<file path="src/rtl/amp_guard_pkg.sv">
package amp_guard_pkg;
  typedef enum logic [1:0] {
    PW_OFF  = 2'd0,
    PW_RAMP = 2'd1,
    PW_ON   = 2'd2,
    PW_DOWN = 2'd3
  } pwr_state_t;
endpackage

</file>
<file path="src/rtl/flag_sync.sv">
module flag_sync #(
  parameter int W = 1
) (
  input  logic         clk,
  input  logic         rst,
  input  logic [W-1:0] d,
  output logic [W-1:0] q
);
  generate
    for (genvar b = 0; b < W; b++) begin : g_bit
      logic meta_q, stab_q;
      always_ff @(posedge clk or posedge rst) begin
        if (rst) begin
          meta_q <= 1'b0;
          stab_q <= 1'b0;
        end else begin
          meta_q <= d[b];
          stab_q <= meta_q;
        end
      end
      assign q[b] = stab_q;
    end
  endgenerate
endmodule

</file>
<file path="src/rtl/pwr_seq.sv">
module pwr_seq
  import amp_guard_pkg::*;
#(
  parameter int T_UP   = 3400,
  parameter int T_DOWN = 30
) (
  input  logic clk,
  input  logic rst,
  input  logic en,
  output logic ramp,
  output logic on
);
  localparam int MAXT = (T_UP > T_DOWN) ? T_UP : T_DOWN;
  localparam int CW   = $clog2(MAXT + 1);

  pwr_state_t    st_q;
  logic [CW-1:0] cnt_q;

  always_ff @(posedge clk or posedge rst) begin
    if (rst) begin
      st_q  <= PW_OFF;
      cnt_q <= '0;
    end else begin
      case (st_q)
        PW_OFF: if (en) begin
          st_q  <= PW_RAMP;
          cnt_q <= '0;
        end
        PW_RAMP: if (!en) begin
          st_q  <= PW_DOWN;
          cnt_q <= '0;
        end else if (cnt_q == CW'(T_UP - 1)) begin
          st_q  <= PW_ON;
          cnt_q <= '0;
        end else begin
          cnt_q <= cnt_q + 1'b1;
        end
        PW_ON: if (!en) begin
          st_q  <= PW_DOWN;
          cnt_q <= '0;
        end
        default: if (cnt_q == CW'(T_DOWN - 1)) begin
          st_q  <= PW_OFF;
          cnt_q <= '0;
        end else begin
          cnt_q <= cnt_q + 1'b1;
        end
      endcase
    end
  end

  assign ramp = (st_q == PW_RAMP);
  assign on   = (st_q == PW_ON);


  on_after_ramp_chk: assert property (@(posedge clk) disable iff (rst)
    (on && !$past(on)) |-> $past(ramp));

  down_no_ramp_chk: assert property (@(posedge clk) disable iff (rst)
    ($past(st_q) == PW_DOWN && st_q != PW_DOWN) |-> st_q == PW_OFF);
endmodule

</file>
<file path="src/rtl/thermal_guard.sv">
module thermal_guard #(
  parameter int T_DWELL = 47000
) (
  input  logic clk,
  input  logic rst,
  input  logic hot,
  input  logic safe,
  output logic blk
);
  localparam int CW = $clog2(T_DWELL + 1);

  logic          off_q;
  logic [CW-1:0] dwell_q;

  always_ff @(posedge clk or posedge rst) begin
    if (rst) begin
      off_q   <= 1'b0;
      dwell_q <= '0;
    end else if (hot) begin
      off_q   <= 1'b1;
      dwell_q <= '0;
    end else if (off_q) begin
      if (!safe) begin
        dwell_q <= '0;
      end else if (dwell_q == CW'(T_DWELL - 1)) begin
        off_q   <= 1'b0;
        dwell_q <= '0;
      end else begin
        dwell_q <= dwell_q + 1'b1;
      end
    end
  end

  assign blk = hot | off_q;


  hot_latch_chk: assert property (@(posedge clk) disable iff (rst)
    hot |=> off_q);

  release_safe_chk: assert property (@(posedge clk) disable iff (rst)
    $fell(off_q) |-> $past(safe) && !$past(hot));
endmodule

</file>
<file path="src/rtl/short_guard.sv">
module short_guard #(
  parameter int NCH    = 2,
  parameter int T_FILT = 14,
  parameter int T_OFF  = 47000
) (
  input  logic           clk,
  input  logic           rst,
  input  logic [NCH-1:0] sc,
  output logic           blk,
  output logic           trip
);
  localparam int FW = $clog2(T_FILT + 1);
  localparam int OW = $clog2(T_OFF + 1);

  logic           hold_q;
  logic [OW-1:0]  off_q;
  logic [NCH-1:0] qual;

  generate
    for (genvar c = 0; c < NCH; c++) begin : g_ch
      logic [FW-1:0] run_q;
      always_ff @(posedge clk or posedge rst) begin
        if (rst)                    run_q <= '0;
        else if (hold_q || !sc[c])  run_q <= '0;
        else if (run_q != FW'(T_FILT - 1)) run_q <= run_q + 1'b1;
      end
      assign qual[c] = !hold_q && sc[c] && (run_q == FW'(T_FILT - 1));
    end
  endgenerate

  assign trip = |qual;

  always_ff @(posedge clk or posedge rst) begin
    if (rst) begin
      hold_q <= 1'b0;
      off_q  <= '0;
    end else if (!hold_q) begin
      if (trip) begin
        hold_q <= 1'b1;
        off_q  <= '0;
      end
    end else if (off_q == OW'(T_OFF - 1)) begin
      hold_q <= 1'b0;
      off_q  <= '0;
    end else begin
      off_q <= off_q + 1'b1;
    end
  end

  assign blk = hold_q;


  trip_needs_short_chk: assert property (@(posedge clk) disable iff (rst)
    $rose(hold_q) |-> $past(|sc));

  hold_no_trip_chk: assert property (@(posedge clk) disable iff (rst)
    hold_q |-> !trip);
endmodule

</file>
<file path="src/rtl/amp_guard_seq.sv">
module amp_guard_seq #(
  parameter int NCH     = 2,
  parameter int T_UP    = 3400,
  parameter int T_DOWN  = 30,
  parameter int T_DWELL = 47000,
  parameter int T_FILT  = 14,
  parameter int T_OFF   = 47000
) (
  input  logic           clk,
  input  logic           por_i,
  input  logic           chip_en_i,
  input  logic           hot_i,
  input  logic           safe_i,
  input  logic           uv_i,
  input  logic [NCH-1:0] short_i,
  input  logic           clr_i,
  output logic           drv_en_o,
  output logic           ramp_o,
  output logic           hot_stk_o,
  output logic           short_stk_o,
  output logic           uv_stk_o
);
  localparam int SW = NCH + 4;

  logic [SW-1:0]  raw, syn;
  logic           en_s, hot_s, safe_s, uv_s;
  logic [NCH-1:0] sc_s;
  logic           pw_on, th_blk, sc_blk, sc_trip;

  assign raw = {short_i, uv_i, safe_i, hot_i, chip_en_i};

  flag_sync #(.W(SW)) u_sync (
    .clk(clk), .rst(por_i), .d(raw), .q(syn)
  );

  assign en_s   = syn[0];
  assign hot_s  = syn[1];
  assign safe_s = syn[2];
  assign uv_s   = syn[3];
  assign sc_s   = syn[4 +: NCH];

  pwr_seq #(.T_UP(T_UP), .T_DOWN(T_DOWN)) u_pwr (
    .clk(clk), .rst(por_i), .en(en_s), .ramp(ramp_o), .on(pw_on)
  );

  thermal_guard #(.T_DWELL(T_DWELL)) u_therm (
    .clk(clk), .rst(por_i), .hot(hot_s), .safe(safe_s), .blk(th_blk)
  );

  short_guard #(.NCH(NCH), .T_FILT(T_FILT), .T_OFF(T_OFF)) u_short (
    .clk(clk), .rst(por_i), .sc(sc_s), .blk(sc_blk), .trip(sc_trip)
  );

  assign drv_en_o = pw_on & ~uv_s & ~th_blk & ~sc_blk;

  always_ff @(posedge clk or posedge por_i) begin
    if (por_i) begin
      hot_stk_o   <= 1'b0;
      short_stk_o <= 1'b0;
      uv_stk_o    <= 1'b0;
    end else begin
      hot_stk_o   <= hot_s   | (hot_stk_o   & ~clr_i);
      short_stk_o <= sc_trip | (short_stk_o & ~clr_i);
      uv_stk_o    <= uv_s    | (uv_stk_o    & ~clr_i);
    end
  end


  ramp_drv_excl_chk: assert property (@(posedge clk) disable iff (por_i)
    !(ramp_o && drv_en_o));

  uv_gate_chk: assert property (@(posedge clk) disable iff (por_i)
    uv_s |-> !drv_en_o);

  uv_sticky_chk: assert property (@(posedge clk) disable iff (por_i)
    uv_s |=> uv_stk_o);

  fault_gate_chk: assert property (@(posedge clk) disable iff (por_i)
    (hot_s || sc_blk) |-> !drv_en_o);
endmodule

</file>
<file path="config.mk">
export PLATFORM = sky130hd
export DESIGN_NAME = amp_guard_seq
export DESIGN_NICKNAME = d
export VERILOG_FILES = /design/src/rtl/amp_guard_pkg.sv /design/src/rtl/flag_sync.sv /design/src/rtl/pwr_seq.sv /design/src/rtl/thermal_guard.sv /design/src/rtl/short_guard.sv /design/src/rtl/amp_guard_seq.sv
export SDC_FILE = /design/constraint.sdc
export NUM_CORES = 1
export LEC_CHECK = 0
export CAP_MARGIN = 40
export CELL_PAD_IN_SITES_DETAIL_PLACEMENT = 0
export CELL_PAD_IN_SITES_GLOBAL_PLACEMENT = 1
export CORE_MARGIN = 5
export CORE_UTILIZATION = 40
export DETAILED_ROUTE_END_ITERATION = 6
export PLACE_DENSITY = 0.7
export SETUP_SLACK_MARGIN = 0.15
export SLEW_MARGIN = 20
export SYNTH_ARGS = -nofsm -noshare
export SYNTH_HDL_FRONTEND = slang
export SYNTH_SLANG_ARGS = --single-unit
</file>
<file path="constraint.sdc">
create_clock -name clk -period 6.8 [get_ports clk]
set_input_delay 1.36 -clock clk [delete_from_list [all_inputs] [get_ports clk]]
set_output_delay 1.36 -clock clk [all_outputs]
set_load 0.02 [all_outputs]
</file>
==> results.md, run 1 <==
* Leakage power at 1.710 nW
* Post-Layout Inst Area at 3943 µm²
* Num CTS Buffers at 9
* Slew HR at 0.5634
* Number of nets in the layout at 387
* I/O pin total at 14
* Post-route ant nets at 0
* Row count at 34
* Largest net degree at the start of global routing at 55
* Starting Density at 0.4055
* Hold endpoint: u_sync.g_bit[5].stab_q
* Vias/cell at 5.251
* Placement Cell Area at 3752 µm²
* Max FO, Critical Path at 6
* FF-to-FF path depth at 6
* Most used DFF post-synth: dfrtp_1
* Min cycle time layout at 3408 ps
* Combinational share of power at 0.157
* Post-Place Worst Slack at 3724 ps
* DRC viols at 0
* Mapped Area at 3485 µm²
* Global-route wire length before repair at 11230 µm
* EDFF count, synth at 0
* Arr. time, crit path at 2050 ps
* TNS Setup at 0 ps
* GP Congestion at 0.7755
* Slew @ Worst Pin at 652.4 ps
* Fmax at 0.2934 GHz
* Htree depth at 3
* # Post-CTS Setup Buffers at 0
* Largest area contributor in the netlist: dfrtp_1
* Hold Crit Depth at 0
* Initial antenna violation count at 0
* Sw power at 258.4 µW
* Hold Buf Count CTS at 0
* Final Core Density at 0.4588
* Remaining Overflow, GRT at 0
* Most frequent cells in the layout: 71 x dfrtp_1, 40 x nor2_1, 35 x nand2_1
* WL per Instance at 13.53 µm
* Clk root buf: clkbuf_8
* Top post-synthesis cells by area: dfrtp_1 51%, ha_1 4.3%, nor2_1 4.3%
* Final Hold Fails at 0
* Sw Share at 0.2758
* # placed instances at 463
* Post-synth net total at 366
* R2R Setup Slk at 4740 ps
* Clock transition at the registers of the reported paths at 70 ps
* Clk_skew at 15.39 ps
* Synth warn at 0
* Kind of critical path: reg -> out
* Clock Sinks at 71
* Post-synthesis sequential area ratio at 0.5099
* Post-synth top area share at 0.5099
* Die area at 10680 µm²
* Critical path startpoint category: flop
* Chip height at 103.3 µm
* Endpoints failing setup at 0
* Setup WS post-layout at 3392 ps
* GRT Util Overall at 0.1340
* Number of max-cap violations at 0
* Critical path endpoint category: output port
* Area growth syn-to-layout at 13.14%
* RR Startpoint: u_short.off_q[0]
* Post-Route WL at 6479 µm
* Max Slew Vio Count at 0
* # resized after CTS at 0
* CTS tree: built
* DPL Wire Length at 4582 µm
* Reg2reg end: u_short.off_q[6]
* Worst hold path class: reg -> reg
* Synth Area per Inst at 10.10 µm²
* Count of cell types in the netlist at 51
* Routed vias at 2515
* Status: finished clean
* Crit. Startpoint: u_sync.g_bit[1].stab_q
* Max IR drop VDD at 0.08898 mV
* Min-delay src: u_sync.g_bit[5].meta_q
* Commonest non-fill, non-tap cell in the layout: dfrtp_1
* CORE AREA at 8593 µm²
* Initial DRC Count at 61
* Sequential power share at 0.492
* ANT cells at 0
* Seq cells post-synth at 71
* Die Wd at 103.3 µm
* Unrepaired setup endpoints after global routing: no
* I/O Buffers at 13
* CTS Buffer Depth at 2
* Ratio of cells with drive above 1 in the final layout at 0.08625
* Power density over the cells at 237.7 nW/µm²
* Internal power at 678.6 µW
* Clock Power Share at 0.351
* Syn Inst Count at 345
* 1st-pass router iterations at 7
* Worst EP required at 5440 ps
* Vias in the first global route at 2406
* Share of flip-flops with an asynchronous set or reset at 1.000
* Worst skew pair latency at 340 ps
* Non-Filler Instances at 479
* Fin crit share at 0.5012
==> final cells by class <==
cell class / instances / area [µm²]
Fill cell: 832 / 4651
Sequential cell: 71 / 1777
Multi-Input combinational cell: 254 / 1619
Timing Repair Buffer: 15 / 165.2
Clock buffer: 12 / 145.1
Tap cell: 108 / 135.1
Inverter: 15 / 56.30
Clock inverter: 4 / 45.04
==> cell usage after synthesis, drive strengths merged, types with 2 or more instances <==
master	count
and4	2
nor2	41
nor4b	4
a22o	3
nor4	4
nor3b	4
or3	4
nand2	35
nand3	14
a41oi	3
and2	3
nor3	15
nand2b	5
mux2i	2
dfrtp	71
buf	4
a21oi	13
a31oi	13
nand4	11
and3	3
xor2	13
a21o	8
inv	15
and4bb	2
a211oi	3
xnor2	14
o21ai	13
ha	12
or2	3
==> per-layer routing <==
layer	track usage	vias up	wire [µm]
met5	0	-	0
met4	0.04482	0	38
met2	0.2082	32	3000
li1	-	1266	-
met1	0.1832	1213	3272
met3	0.03421	4	168
==> metrics by stage <==
step,hold slack [ps],power (mW)
6_report,349.8,0.9371
5_1_grt,358.9,0.9920
4_1_cts,351.3,0.9531
3_5_place_dp,334.7,0.6195
3_3_place_gp,333.4,0.6144
2_1_floorplan,331.2,0.5802
==> registers in the layout, summed over array words and instances, names as in the netlist, 2 cells and up <==
signal / count
u_therm.dwell_q: 16
u_pwr.cnt_q: 12
u_sync.g_bit.meta_q: 6
u_short.off_q: 16
u_pwr.st_q: 2
u_sync.g_bit.stab_q: 6
u_short.g_ch.run_q: 8
==> worst max-delay path by stage <==
stage          slack, ps  cells past startpoint        end
3_3_place_gp        3710                      3   drv_en_o
3_5_place_dp        3720                      3   drv_en_o
5_1_grt             3190                      3   drv_en_o
6_report            3390                      3   drv_en_o
4_1_cts             3340                      3   drv_en_o
2_1_floorplan       3640                      1  hot_stk_o
==> power by group through the flow <==
stage | logic, mW | registers [mW] | clock network, mW
floorplan | 0.115 | 0.466 | 0
global placement | 0.147 | 0.468 | 0
detailed placement | 0.150 | 0.469 | 0
CTS | 0.151 | 0.461 | 0.341
global route | 0.172 | 0.464 | 0.356
finish | 0.147 | 0.461 | 0.329
==> worst max-delay path: stages (launching register included) <==
cell and delay (ps):
dfrtp_1 420, or2_2 360, nor4b_1 280, clkdlybuf4s50_1 660
==> logic make-up after synthesis <==
logic type | after synthesis | share of synthesized area
adder cells (fa/ha/maj) | 12 | 0.04309
buffers and inverters | 20 | 0.02549
flip-flops | 71 | 0.5099
XOR/XNOR | 27 | 0.06786
multiplexers | 3 | 0.01005
AO/OA/AOI/OAI | 60 | 0.1088
AND/OR/NAND/NOR | 152 | 0.2348
Note: power is estimated with default switching activity, not from simulation.
==> run 2: changes to the inputs <==
--- a/config.mk
+++ b/config.mk
@@ -11,7 +11,7 @@
 export CORE_MARGIN = 5
 export CORE_UTILIZATION = 40
 export DETAILED_ROUTE_END_ITERATION = 6
-export PLACE_DENSITY = 0.7
+export PLACE_DENSITY = 0.73
 export SETUP_SLACK_MARGIN = 0.15
 export SLEW_MARGIN = 20
 export SYNTH_ARGS = -nofsm -noshare
==> constraint.sdc (replaced) <==
create_clock -name clk -period 2.8 [get_ports clk]
set_input_delay 0.56 -clock clk [delete_from_list [all_inputs] [get_ports clk]]
set_output_delay 0.56 -clock clk [all_outputs]
set_load 0.02 [all_outputs]
==> run 2 against run 1 <==
Effect of this change:
- clock power increased by 140%
- die area unchanged
- register-to-register slack got worse by 4000 ps
- flip-flop and latch count stayed put
- clock skew is 4.6 ps lower
- utilization is 0.23 points lower
- wire length increased by 1.4%
- global-route usage grew 0.68 points
- total power rose by 140%
- first-iteration DRC count rose by 36%
- worst setup slack lost 3000 ps
- combinational power rose by 140%
==> results.md, run 2 (same netlist as run 1, synthesis figures left out) <==
* Worst EP required at 2240 ps (was 5440 ps)
* Kind of critical path: reg -> out (unchanged)
* Post-route ant nets at 0 (unchanged)
* Non-Filler Instances at 478 (was 479)
* Max FO, Critical Path at 6 (unchanged)
* DRC viols at 0 (unchanged)
* # placed instances at 462 (was 463)
* Worst skew pair latency at 350 ps (was 340 ps)
* Initial DRC Count at 83 (was 61)
* Htree depth at 3 (unchanged)
* Largest net degree at the start of global routing at 72 (was 55)
* I/O Buffers at 13 (unchanged)
* Power density over the cells at 576.3 nW/µm² (was 237.7 nW/µm²)
* ANT cells at 0 (unchanged)
* Met2 GRT Util at 0.2269 (was 0.2082)
* M3 GR Usage at 0.04427 (was 0.03421)
* Clock Power Share at 0.346 (was 0.351)
* Commonest non-fill, non-tap cell in the layout: dfrtp_1 (unchanged)
* Routed vias at 2515 (unchanged)
* Slew @ Worst Pin at 621.2 ps (was 652.4 ps)
* Fin crit share at 0.8491
* Sequential power share at 0.495 (was 0.492)
* Internal power at 1.553 mW (was 678.6 µW)
* Chip height at 103.3 µm (unchanged)
* # Post-CTS Setup Buffers at 0 (unchanged)
* I/O pin total at 14 (unchanged)
* Final Hold Fails at 0 (unchanged)
* Min cycle time layout at 2377 ps
* DPL Wire Length at 4512 µm (was 4582 µm)
* Crit-path slowest cell: dfrtp_1 (was clkdlybuf4s50_1)
* Fmax at 0.4206 GHz
* Clock Sinks at 71 (unchanged)
* Vias in the first global route at 2495 (was 2406)
* Number of nets in the layout at 386 (was 387)
* GP Congestion at 0.7501 (was 0.7755)
* Remaining Overflow, GRT at 0 (unchanged)
* Critical path's largest stage delay at 430 ps (was 660 ps)
* Vias/cell at 5.262 (was 5.251)
* Arr. time, crit path at 1820 ps (was 2050 ps)
* Hold_ws at 356.4 ps (was 349.8 ps)
* Critical path endpoint category: output port (unchanged)
* Global-route wire length before repair at 11760 µm (was 11230 µm)
* Crit path buffers/inverters at 1 (unchanged)
* Most frequent cells in the layout: 71 x dfrtp_1, 40 x nor2_1, 35 x nand2_1 (unchanged)
* TNS Setup at 0 ps (unchanged)
* Largest regs: u_short.off_q (16), u_therm.dwell_q (16), u_pwr.cnt_q (12) (unchanged)
* Unrepaired setup endpoints after global routing: no (unchanged)
* Ratio of cells with drive above 1 in the final layout at 0.08919 (was 0.08625)
* Final Core Density at 0.4565 (was 0.4588)
* Starting Density at 0.4055 (unchanged)
* Area growth syn-to-layout at 12.57% (was 13.14%)
* Initial antenna violation count at 0 (unchanged)
* Max Slew Vio Count at 0 (unchanged)
* CORE AREA at 8593 µm² (unchanged)
* Hold Buf Count CTS at 0 (unchanged)
* Num CTS Buffers at 9 (unchanged)
* Critical path, cell by cell: or2_2, nor4b_1, dlygate4sd2_1 (was or2_2, nor4b_1, clkdlybuf4s50_1)
* Die area at 10680 µm² (unchanged)
* Post-Route WL at 6570 µm (was 6479 µm)
* Row count at 34 (unchanged)
* Status: finished clean (unchanged)
* Sw power at 708.0 µW (was 258.4 µW)
* WL per Instance at 13.74 µm (was 13.53 µm)
* Pwr Total at 2.261 mW (was 937.1 µW)
* Number of max-cap violations at 0 (unchanged)
* Endpoints failing setup at 0 (unchanged)
* Leakage power at 1.699 nW (was 1.710 nW)
* Met1 Usage GRT at 0.1853 (was 0.1832)
* CTS tree: built (unchanged)
* Clock transition at the registers of the reported paths at 90 ps (was 70 ps)
* Worst hold path class: reg -> reg (unchanged)
* GRT busiest layer: met2 (unchanged)
* Max IR drop VDD at 0.2938 mV (was 0.08898 mV)
* 1st-pass router iterations at 5 (was 7)
* CTS Buffer Depth at 2 (unchanged)
* Critical path startpoint category: flop (unchanged)
* Clk_skew at 10.77 ps (was 15.39 ps)
* Top Family by Delay on Critical Path: simple AND/OR/NAND/NOR gates (was buffers and inverters)
* Combinational share of power at 0.159 (was 0.157)
* Sw Share at 0.3132 (was 0.2758)
* Die Wd at 103.3 µm (unchanged)
* GRT Util Overall at 0.1408 (was 0.1340)
* Slew HR at 0.5844 (was 0.5634)
* Clk root buf: clkbuf_8 (unchanged)
## run 2: cell count changes in the layout (fill, tap and decap cells not counted), sizes merged
cell	delta
inv	+4
clkbuf	-3
buf	-1
bufinv	-1
clkdlybuf4s50	-1
clkinv	-1
clkinvlp	+1
dlygate4sd2	+1
## run 2: power by group through the flow
stage               clock (mW)  sequential (mW)  combinational [mW]
floorplan                    0             1.13               0.278
global placement             0             1.14               0.358
detailed placement           0             1.14               0.365
CTS                      0.815             1.12               0.366
global route             0.850             1.13               0.418
finish                   0.781             1.12               0.360
## run 2: metrics by stage
| step | area, µm² | setup WS (ps) |
|---|---|---|
| 6_report | 3923 | 422.7 |
| 5_1_grt | 3923 | 334.5 |
| 4_1_cts | 3923 | 372.4 |
| 3_5_place_dp | 3737 | 464.7 |
| 3_3_place_gp | 3737 | 490.2 |
| 2_1_floorplan | 3485 | 443.4 |
## run 2: final cells by class
class                      count  area (µm²)
inverter                      15       56.30
sequential                    71        1777
timing repair buffer          14       148.9
multi-input combinational    254        1619
tap                          108       135.1
fill                         832        4671
clock buffer                   9       123.9
clock inverter                 7       62.56
## run 2: repair_timing
action / 4_1_cts / 5_1_grt
endpoints found under the hold margin: 0 / 0
resized for setup: 1 / 0
endpoints found under the setup margin: 1 / 0
## run 2: final timing paths
kind,from,endpoint,slack (ps),cells past startpoint
setup / recovery,u_sync.g_bit[1].stab_q,drv_en_o,420,3
hold reg to reg,u_sync.g_bit[4].meta_q,u_sync.g_bit[4].stab_q,360,0
setup reg to reg,u_short.off_q[0],u_short.off_q[6],760,6
min in group asynchronous,por_i,u_sync.g_bit[0].meta_q,610,3
max in group asynchronous,por_i,u_short.g_ch[1].run_q[0],1880,3
hold / removal,u_sync.g_bit[4].meta_q,u_sync.g_bit[4].stab_q,360,0
## run 2: routing by layer
metal  routed length [µm]  vias up
met5                    0        -
met4                   29        0
met3                  208        2
met2                 3115       23
met1                 3217     1240
li1                     -     1250
